===== src/rtl/bmr_pkg.sv =====
package bmr_pkg;

    typedef enum logic [2:0] {
        ST_IDLE = 3'd0,
        ST_REQ  = 3'd1,
        ST_ARM  = 3'd2,
        ST_PRE  = 3'd3,
        ST_ACC  = 3'd4,
        ST_REL  = 3'd5
    } bmr_state_e;

    function automatic logic holds_request(input bmr_state_e st);
        return (st == ST_REQ) || (st == ST_ARM) || (st == ST_PRE) || (st == ST_ACC);
    endfunction

    function automatic logic drives_controls(input bmr_state_e st);
        return (st == ST_PRE) || (st == ST_ACC) || (st == ST_REL);
    endfunction

endpackage


===== src/rtl/bmr_grant_qual.sv =====
module bmr_grant_qual #(
    parameter int MIN_GRANT = 2
) (
    input  logic clk,
    input  logic rst_n,
    input  logic enable_i,
    input  logic gnt_i,
    output logic qualified_o
);
    localparam int CNT_W = $clog2(MIN_GRANT + 1);
    localparam logic [CNT_W-1:0] RUN_SAT  = CNT_W'(MIN_GRANT);
    localparam logic [CNT_W-1:0] RUN_LAST = CNT_W'(MIN_GRANT - 1);

    typedef struct packed {
        logic [CNT_W-1:0] run;
    } qual_t;

    qual_t cur_q, nxt_d;

    always_comb begin
        nxt_d = cur_q;
        if (!enable_i || !gnt_i) begin
            nxt_d.run = '0;
        end else if (cur_q.run != RUN_SAT) begin
            nxt_d.run = cur_q.run + 1'b1;
        end
        qualified_o = enable_i && gnt_i && (cur_q.run >= RUN_LAST);
    end

    always_ff @(posedge clk or negedge rst_n) begin
        if (!rst_n) cur_q <= '0;
        else        cur_q <= nxt_d;
    end
endmodule


===== src/rtl/bmr_wait_timer.sv =====
module bmr_wait_timer #(
    parameter int SPAN = 0
) (
    input  logic clk,
    input  logic rst_n,
    input  logic load_i,
    input  logic dec_i,
    output logic expired_o
);
    localparam int WAIT_W = $clog2(SPAN + 2);
    localparam logic [WAIT_W-1:0] LOAD_VAL = WAIT_W'(SPAN);

    typedef struct packed {
        logic [WAIT_W-1:0] left;
    } tmr_t;

    tmr_t cur_q, nxt_d;

    always_comb begin
        nxt_d = cur_q;
        if (load_i) begin
            nxt_d.left = LOAD_VAL;
        end else if (dec_i && (cur_q.left != '0)) begin
            nxt_d.left = cur_q.left - 1'b1;
        end
        expired_o = (cur_q.left == '0);
    end

    always_ff @(posedge clk or negedge rst_n) begin
        if (!rst_n) cur_q <= '0;
        else        cur_q <= nxt_d;
    end
endmodule


===== src/rtl/bmr_xfer_regs.sv =====
module bmr_xfer_regs #(
    parameter int ADDR_W = 32,
    parameter int DATA_W = 32
) (
    input  logic              clk,
    input  logic              rst_n,
    input  logic              capture_i,
    input  logic              we_i,
    input  logic [ADDR_W-1:0] addr_i,
    input  logic [DATA_W-1:0] wdata_i,
    input  logic              rd_capture_i,
    input  logic [DATA_W-1:0] rdata_i,
    output logic              we_o,
    output logic [ADDR_W-1:0] addr_o,
    output logic [DATA_W-1:0] wdata_o,
    output logic [DATA_W-1:0] rdata_o
);
    typedef struct packed {
        logic              we;
        logic [ADDR_W-1:0] addr;
        logic [DATA_W-1:0] wdata;
        logic [DATA_W-1:0] rdata;
    } xfer_t;

    xfer_t cur_q, nxt_d;

    always_comb begin
        nxt_d = cur_q;
        if (capture_i) begin
            nxt_d.we    = we_i;
            nxt_d.addr  = addr_i;
            nxt_d.wdata = wdata_i;
        end
        if (rd_capture_i) begin
            nxt_d.rdata = rdata_i;
        end
    end

    always_ff @(posedge clk or negedge rst_n) begin
        if (!rst_n) cur_q <= '0;
        else        cur_q <= nxt_d;
    end

    assign we_o    = cur_q.we;
    assign addr_o  = cur_q.addr;
    assign wdata_o = cur_q.wdata;
    assign rdata_o = cur_q.rdata;
endmodule


===== src/rtl/slave_bus_requester.sv =====
module slave_bus_requester
    import bmr_pkg::*;
#(
    parameter int ADDR_W      = 32,
    parameter int DATA_W      = 32,
    parameter int MIN_GRANT   = 2,
    parameter int DRIVE_DELAY = 2
) (
    input  logic              clk,
    input  logic              rst_n,
    input  logic              acc_req_i,
    input  logic              acc_we_i,
    input  logic [ADDR_W-1:0] acc_addr_i,
    input  logic [DATA_W-1:0] acc_wdata_i,
    output logic              acc_done_o,
    output logic [DATA_W-1:0] acc_rdata_o,
    output logic              bus_req_n_o,
    input  logic              bus_gnt_n_i,
    output logic              bus_oe_o,
    output logic              bus_own_o,
    output logic              eng_start_o,
    output logic              eng_we_o,
    output logic [ADDR_W-1:0] eng_addr_o,
    output logic [DATA_W-1:0] eng_wdata_o,
    input  logic              eng_done_i,
    input  logic [DATA_W-1:0] eng_rdata_i
);
    localparam int WAIT_SPAN = (DRIVE_DELAY > MIN_GRANT) ? (DRIVE_DELAY - MIN_GRANT) : 0;

    typedef struct packed {
        bmr_state_e st;
        logic       req_n;
        logic       oe;
        logic       own;
        logic       start;
        logic       done;
    } seq_t;

    seq_t cur_q, nxt_d;

    logic granted;
    logic qual_en, qualified;
    logic tmr_load, tmr_dec, tmr_expired;
    logic cap_req, cap_rd;

    assign granted = !bus_gnt_n_i;
    assign qual_en = (cur_q.st == ST_REQ);

    bmr_grant_qual #(.MIN_GRANT(MIN_GRANT)) u_qual (
        .clk        (clk),
        .rst_n      (rst_n),
        .enable_i   (qual_en),
        .gnt_i      (granted),
        .qualified_o(qualified)
    );

    bmr_wait_timer #(.SPAN(WAIT_SPAN)) u_tmr (
        .clk      (clk),
        .rst_n    (rst_n),
        .load_i   (tmr_load),
        .dec_i    (tmr_dec),
        .expired_o(tmr_expired)
    );

    bmr_xfer_regs #(.ADDR_W(ADDR_W), .DATA_W(DATA_W)) u_xfer (
        .clk         (clk),
        .rst_n       (rst_n),
        .capture_i   (cap_req),
        .we_i        (acc_we_i),
        .addr_i      (acc_addr_i),
        .wdata_i     (acc_wdata_i),
        .rd_capture_i(cap_rd),
        .rdata_i     (eng_rdata_i),
        .we_o        (eng_we_o),
        .addr_o      (eng_addr_o),
        .wdata_o     (eng_wdata_o),
        .rdata_o     (acc_rdata_o)
    );

    always_comb begin
        nxt_d    = cur_q;
        tmr_load = 1'b0;
        tmr_dec  = 1'b0;
        cap_req  = 1'b0;
        cap_rd   = 1'b0;

        unique case (cur_q.st)
            ST_IDLE: begin
                if (acc_req_i) begin
                    nxt_d.st = ST_REQ;
                    cap_req  = 1'b1;
                end
            end
            ST_REQ: begin
                if (qualified) begin
                    nxt_d.st = ST_ARM;
                    tmr_load = 1'b1;
                end
            end
            ST_ARM: begin
                if (!granted) begin
                    nxt_d.st = ST_REQ;
                end else if (tmr_expired) begin
                    nxt_d.st = ST_PRE;
                end else begin
                    tmr_dec = 1'b1;
                end
            end
            ST_PRE: begin
                nxt_d.st = ST_ACC;
            end
            ST_ACC: begin
                if (eng_done_i) begin
                    nxt_d.st = ST_REL;
                    cap_rd   = !eng_we_o;
                end
            end
            ST_REL: begin
                nxt_d.st = ST_IDLE;
            end
            default: begin
                nxt_d.st = ST_IDLE;
            end
        endcase

        nxt_d.req_n = !holds_request(nxt_d.st);
        nxt_d.oe    = drives_controls(nxt_d.st);
        nxt_d.own   = (nxt_d.st == ST_ACC);
        nxt_d.start = (nxt_d.st == ST_ACC) && (cur_q.st == ST_PRE);
        nxt_d.done  = (nxt_d.st == ST_REL);
    end

    always_ff @(posedge clk or negedge rst_n) begin
        if (!rst_n) begin
            cur_q       <= '0;
            cur_q.st    <= ST_IDLE;
            cur_q.req_n <= 1'b1;
        end else begin
            cur_q <= nxt_d;
        end
    end

    assign bus_req_n_o = cur_q.req_n;
    assign bus_oe_o    = cur_q.oe;
    assign bus_own_o   = cur_q.own;
    assign eng_start_o = cur_q.start;
    assign acc_done_o  = cur_q.done;
endmodule


===== config.mk =====
export PLATFORM = sky130hd
export DESIGN_NAME = slave_bus_requester
export DESIGN_NICKNAME = d
export VERILOG_FILES = /design/src/rtl/bmr_pkg.sv /design/src/rtl/bmr_grant_qual.sv /design/src/rtl/bmr_wait_timer.sv /design/src/rtl/bmr_xfer_regs.sv /design/src/rtl/slave_bus_requester.sv
export SDC_FILE = /design/constraint.sdc
export NUM_CORES = 1
export LEC_CHECK = 0
export ABC_AREA = 0
export ABC_CLOCK_PERIOD_IN_PS = 2000
export BUFFER_PORTS_ARGS = -buffer_cell sky130_fd_sc_hd__buf_4
export CORE_MARGIN = 2
export CORE_UTILIZATION = 35
export DETAILED_ROUTE_END_ITERATION = 16
export GPL_TIMING_DRIVEN = 0
export HOLD_SLACK_MARGIN = 0.06
export PLACE_DENSITY = 0.59
export SYNTH_ARGS = -nofsm -noshare
export SYNTH_HDL_FRONTEND = slang
export SYNTH_SLANG_ARGS = --single-unit
export TNS_END_PERCENT = 10

===== constraint.sdc =====
create_clock -name clk -period 2 [get_ports clk]
set_input_delay 0.2 -clock clk [delete_from_list [all_inputs] [get_ports clk]]
set_output_delay 0.2 -clock clk [all_outputs]
set_load 0.05 [all_outputs]

==> flow_summary.yaml <==
run_status:
  status: "complete, no violations"
timing:
  final.period_utilization_pct: 97.07
  timing.final.crit_period_ns: 1.941
  fin_worst_skew_ns: 0.008410
  rsz0062_at_grt: "yes"
  fmax_ghz: 0.5151
  setup_viol: 0
  setup_slack_ns: 0.05868
  hold_viol: 0
  tightestPinTransition_ns: 0.4542
  whs_ns: 0.07571
  maxSlewViolCount: 0
  relSlewSlack_pct: 69.72
clock_tree:
  cts_tree: "yes"
  cts_made_buffers: 9
  cts_buffer_depth: 2
  cts.sinks: 108
  clk_pin_slew_worst_paths_ns: 0.07
  cts-htree-levels: 3
  clk_latency_ns: 0.34
  clockRootBuffer: "clkbuf_16"
pwr:
  ir_drop_mv: 0.8646
  p_per_area_nw_per_um2: 1964
  leakage_uw: 0.003321
critical_path:
  critPathArrivalTime_ns: 2.17
  path_cells: "buf_6, or2_1, buf_2, nor3b_4, buf_8, buf_12, mux2_4"
  critical_path.endpoint_type: "register"
  r2r_slack_ns: 0.06
  setup.worst_path.class: "register to register"
  cp_slowest_stage_delay_ns: 0.37
  start_kind: "register"
  cp_max_fo: 10
  rr_worst_depth: 7
  cp.required_ns: 2.22
  r2r-start: "cur_q[5]"
  critPathSlowestCell: "dfrtp_1"
  r2r_end: "u_xfer.addr_o[29]"
synthesis:
  synthTopCellsByArea: "dfrtp_1, mux2_4, mux2_1, mux2_2, buf_12"
  synth_top_area_cell: "dfrtp_1"
  ys_warn_count: 0
  syn_inst: 260
  synth.distinct_cells: 32
  synthesis.nets: 364
  synth.avg_cell_area_um2: 17.01
  seq_area_frac_synth_pct: 61.15
  netlist_area_um2: 4422
  yosys.area.top_type_share_pct: 60.55
  ys_ff_latch: 108
detailed_routing:
  wl_per_cell_um: 14.95
  dr.pass1.iters: 4
  via_count: 2918
  drt_wl_total_um: 9840
  ant_nets: 0
  vias_per_cell: 4.435
  remaining_drc_errors: 0
  dr.first_iter.drc_count: 120
layout:
  final_nets: 585
  multi_input_area_um2: 1538
  fin_area_um2: 6556
  syn_to_final_growth_pct: 48.27
  register_area_um2: 2704
  layout_commonest_cell: "buf_4"
  diodes: 0
  mostFrequentLayoutCells: "buf_4, dfrtp_1, mux2_4, mux2_1, mux2_2"
  nFillCells: 1119
  drive_gt1_share_pct: 61.73
global_route:
  grt_usage_pct: 14.31
  grt_max_degree: 109
  antenna_found_initial: 0
  grt_pass1_vias: 2957
  grt.overflow.total: 0
  grt_pass1_wl_um: 14800
hold_path:
  holdCritStartpoint: "acc_addr_i[4]"
  hold_depth: 2
  whs_endpoint: "u_xfer.addr_o[4]"
  worst_hold_path_type: "input port to register"
die:
  ioPinCount: 204
  num_rows: 41
  start_util_pct: 35.47
  die_h_um: 116.4
  die_w_um: 116.4
  dieArea_um2: 13550
  core_um2: 12470
place:
  dpl_cell_area_um2: 6161
  pre_cts_slack_ns: -0.001981
  buffer_ports.inserted: 203
  place.gp.congestion: 0.7193
  place_hpwl_um: 7173
run:
  maxCapViolCount: 0
## timing repair
item / 4_1_cts / 5_1_grt
gates resized for setup: 1 / 0
pin swaps: 0 / 1
hold endpoints to repair: 3 / 46
endpoints found under the setup margin: 9 / 56
buffers inserted: 1 / 1
hold buffers: 3 / 1
## worst max-delay path, delay by kind of cell, from the launching register on
kind          cells  cell delay (ns)
buf+inv           4             0.68
flops             1             0.37
mux               1             0.31
simple gates      2             0.47
## cells in the mapped netlist
cell and number:
nor2_1 6, inv_1 4, nor2b_1 2, or4b_2 1, mux2_4 50, o31a_1 1, a2bb2oi_1 1, ha_1 2
buf_4 4, mux2_1 34, buf_6 2, mux2i_1 2, o22ai_1 1, xor2_1 1, nor3b_4 1, or2_1 1
dfrtp_1 107, dfstp_2 1, nor3_1 2, buf_2 1, nor3_4 1, clkbuf_1 2, o21ba_2 1, nand2_1 4
a31oi_1 1, a21oi_1 2, mux2_2 13, nand3b_1 1, o21ai_0 3, nand2b_1 2, buf_12 5, a22oi_1 1
## worst max-delay path by stage
stage / endpoint / from / depth (start not counted) / slack [ns]
global placement: u_xfer.addr_o[30] / cur_q[5] / 7 / 0.01
detailed placement: u_xfer.addr_o[29] / cur_q[5] / 7 / -0.002
finish: u_xfer.addr_o[29] / cur_q[5] / 7 / 0.06
global route: u_xfer.addr_o[28] / cur_q[5] / 7 / -0.02
CTS: u_xfer.addr_o[29] / cur_q[5] / 7 / 0.02
floorplan: u_xfer.addr_o[15] / cur_q[5] / 7 / 0.18
## logic make-up after synthesis
logic type | after synthesis | share of synthesized area [%]
buffers and inverters | 18 | 4.075
DFF | 108 | 61.15
xor gates and xnor gates | 1 | 0.1981
and+or+nand+nor | 21 | 2.971
AOI/OAI and AO/OA | 11 | 1.641
adders and majority gates | 2 | 0.5658
muxes | 99 | 29.40
## layout make-up
class	count	area share (%)
Sequential cell	108	41.24
Timing Repair Buffer	210	24.56
Multi-Input combinational cell	134	23.45
Clock buffer	13	3.969
Tap cell	172	3.282
Buffer	14	2.576
Clock inverter	3	0.6870
Inverter	4	0.2290
## flip-flops by register name (all words and copies together) (netlist names)
register and flops:
acc_done_o 1, bus_oe_o 1, bus_own_o 1, bus_req_n_o 1, cur_q 3, eng_start_o 1
u_qual.cur_q 2, u_tmr.cur_q 1, u_xfer.addr_o 32, u_xfer.rdata_o 32, u_xfer.wdata_o 32, u_xfer.we_o 1
## where the power goes
part	internal (uW)	switching (uW)
Clock	1040	766
Sequential	3160	510
Combinational	2850	4550
## metrics by stage
stage	util [%]	std cells	power [uW]	setup TNS, ns
floorplan	-	260	8980	0
global placement	49.42	635	11050	0
detailed placement	49.42	635	11130	-0.002078
CTS	52.20	655	13030	0
global route	52.59	658	13500	-0.2531
finish	52.59	658	12880	0
## metal layers
metal | vias up | GRT usage [%] | wire [um]
li1 | 1344 | - | -
met1 | 1460 | 17.29 | 4116
met2 | 100 | 24.19 | 4901
met3 | 14 | 3.010 | 590
met4 | 0 | 7.381 | 232
met5 | - | 0 | 0
Note: power is estimated with default switching activity, not from simulation.
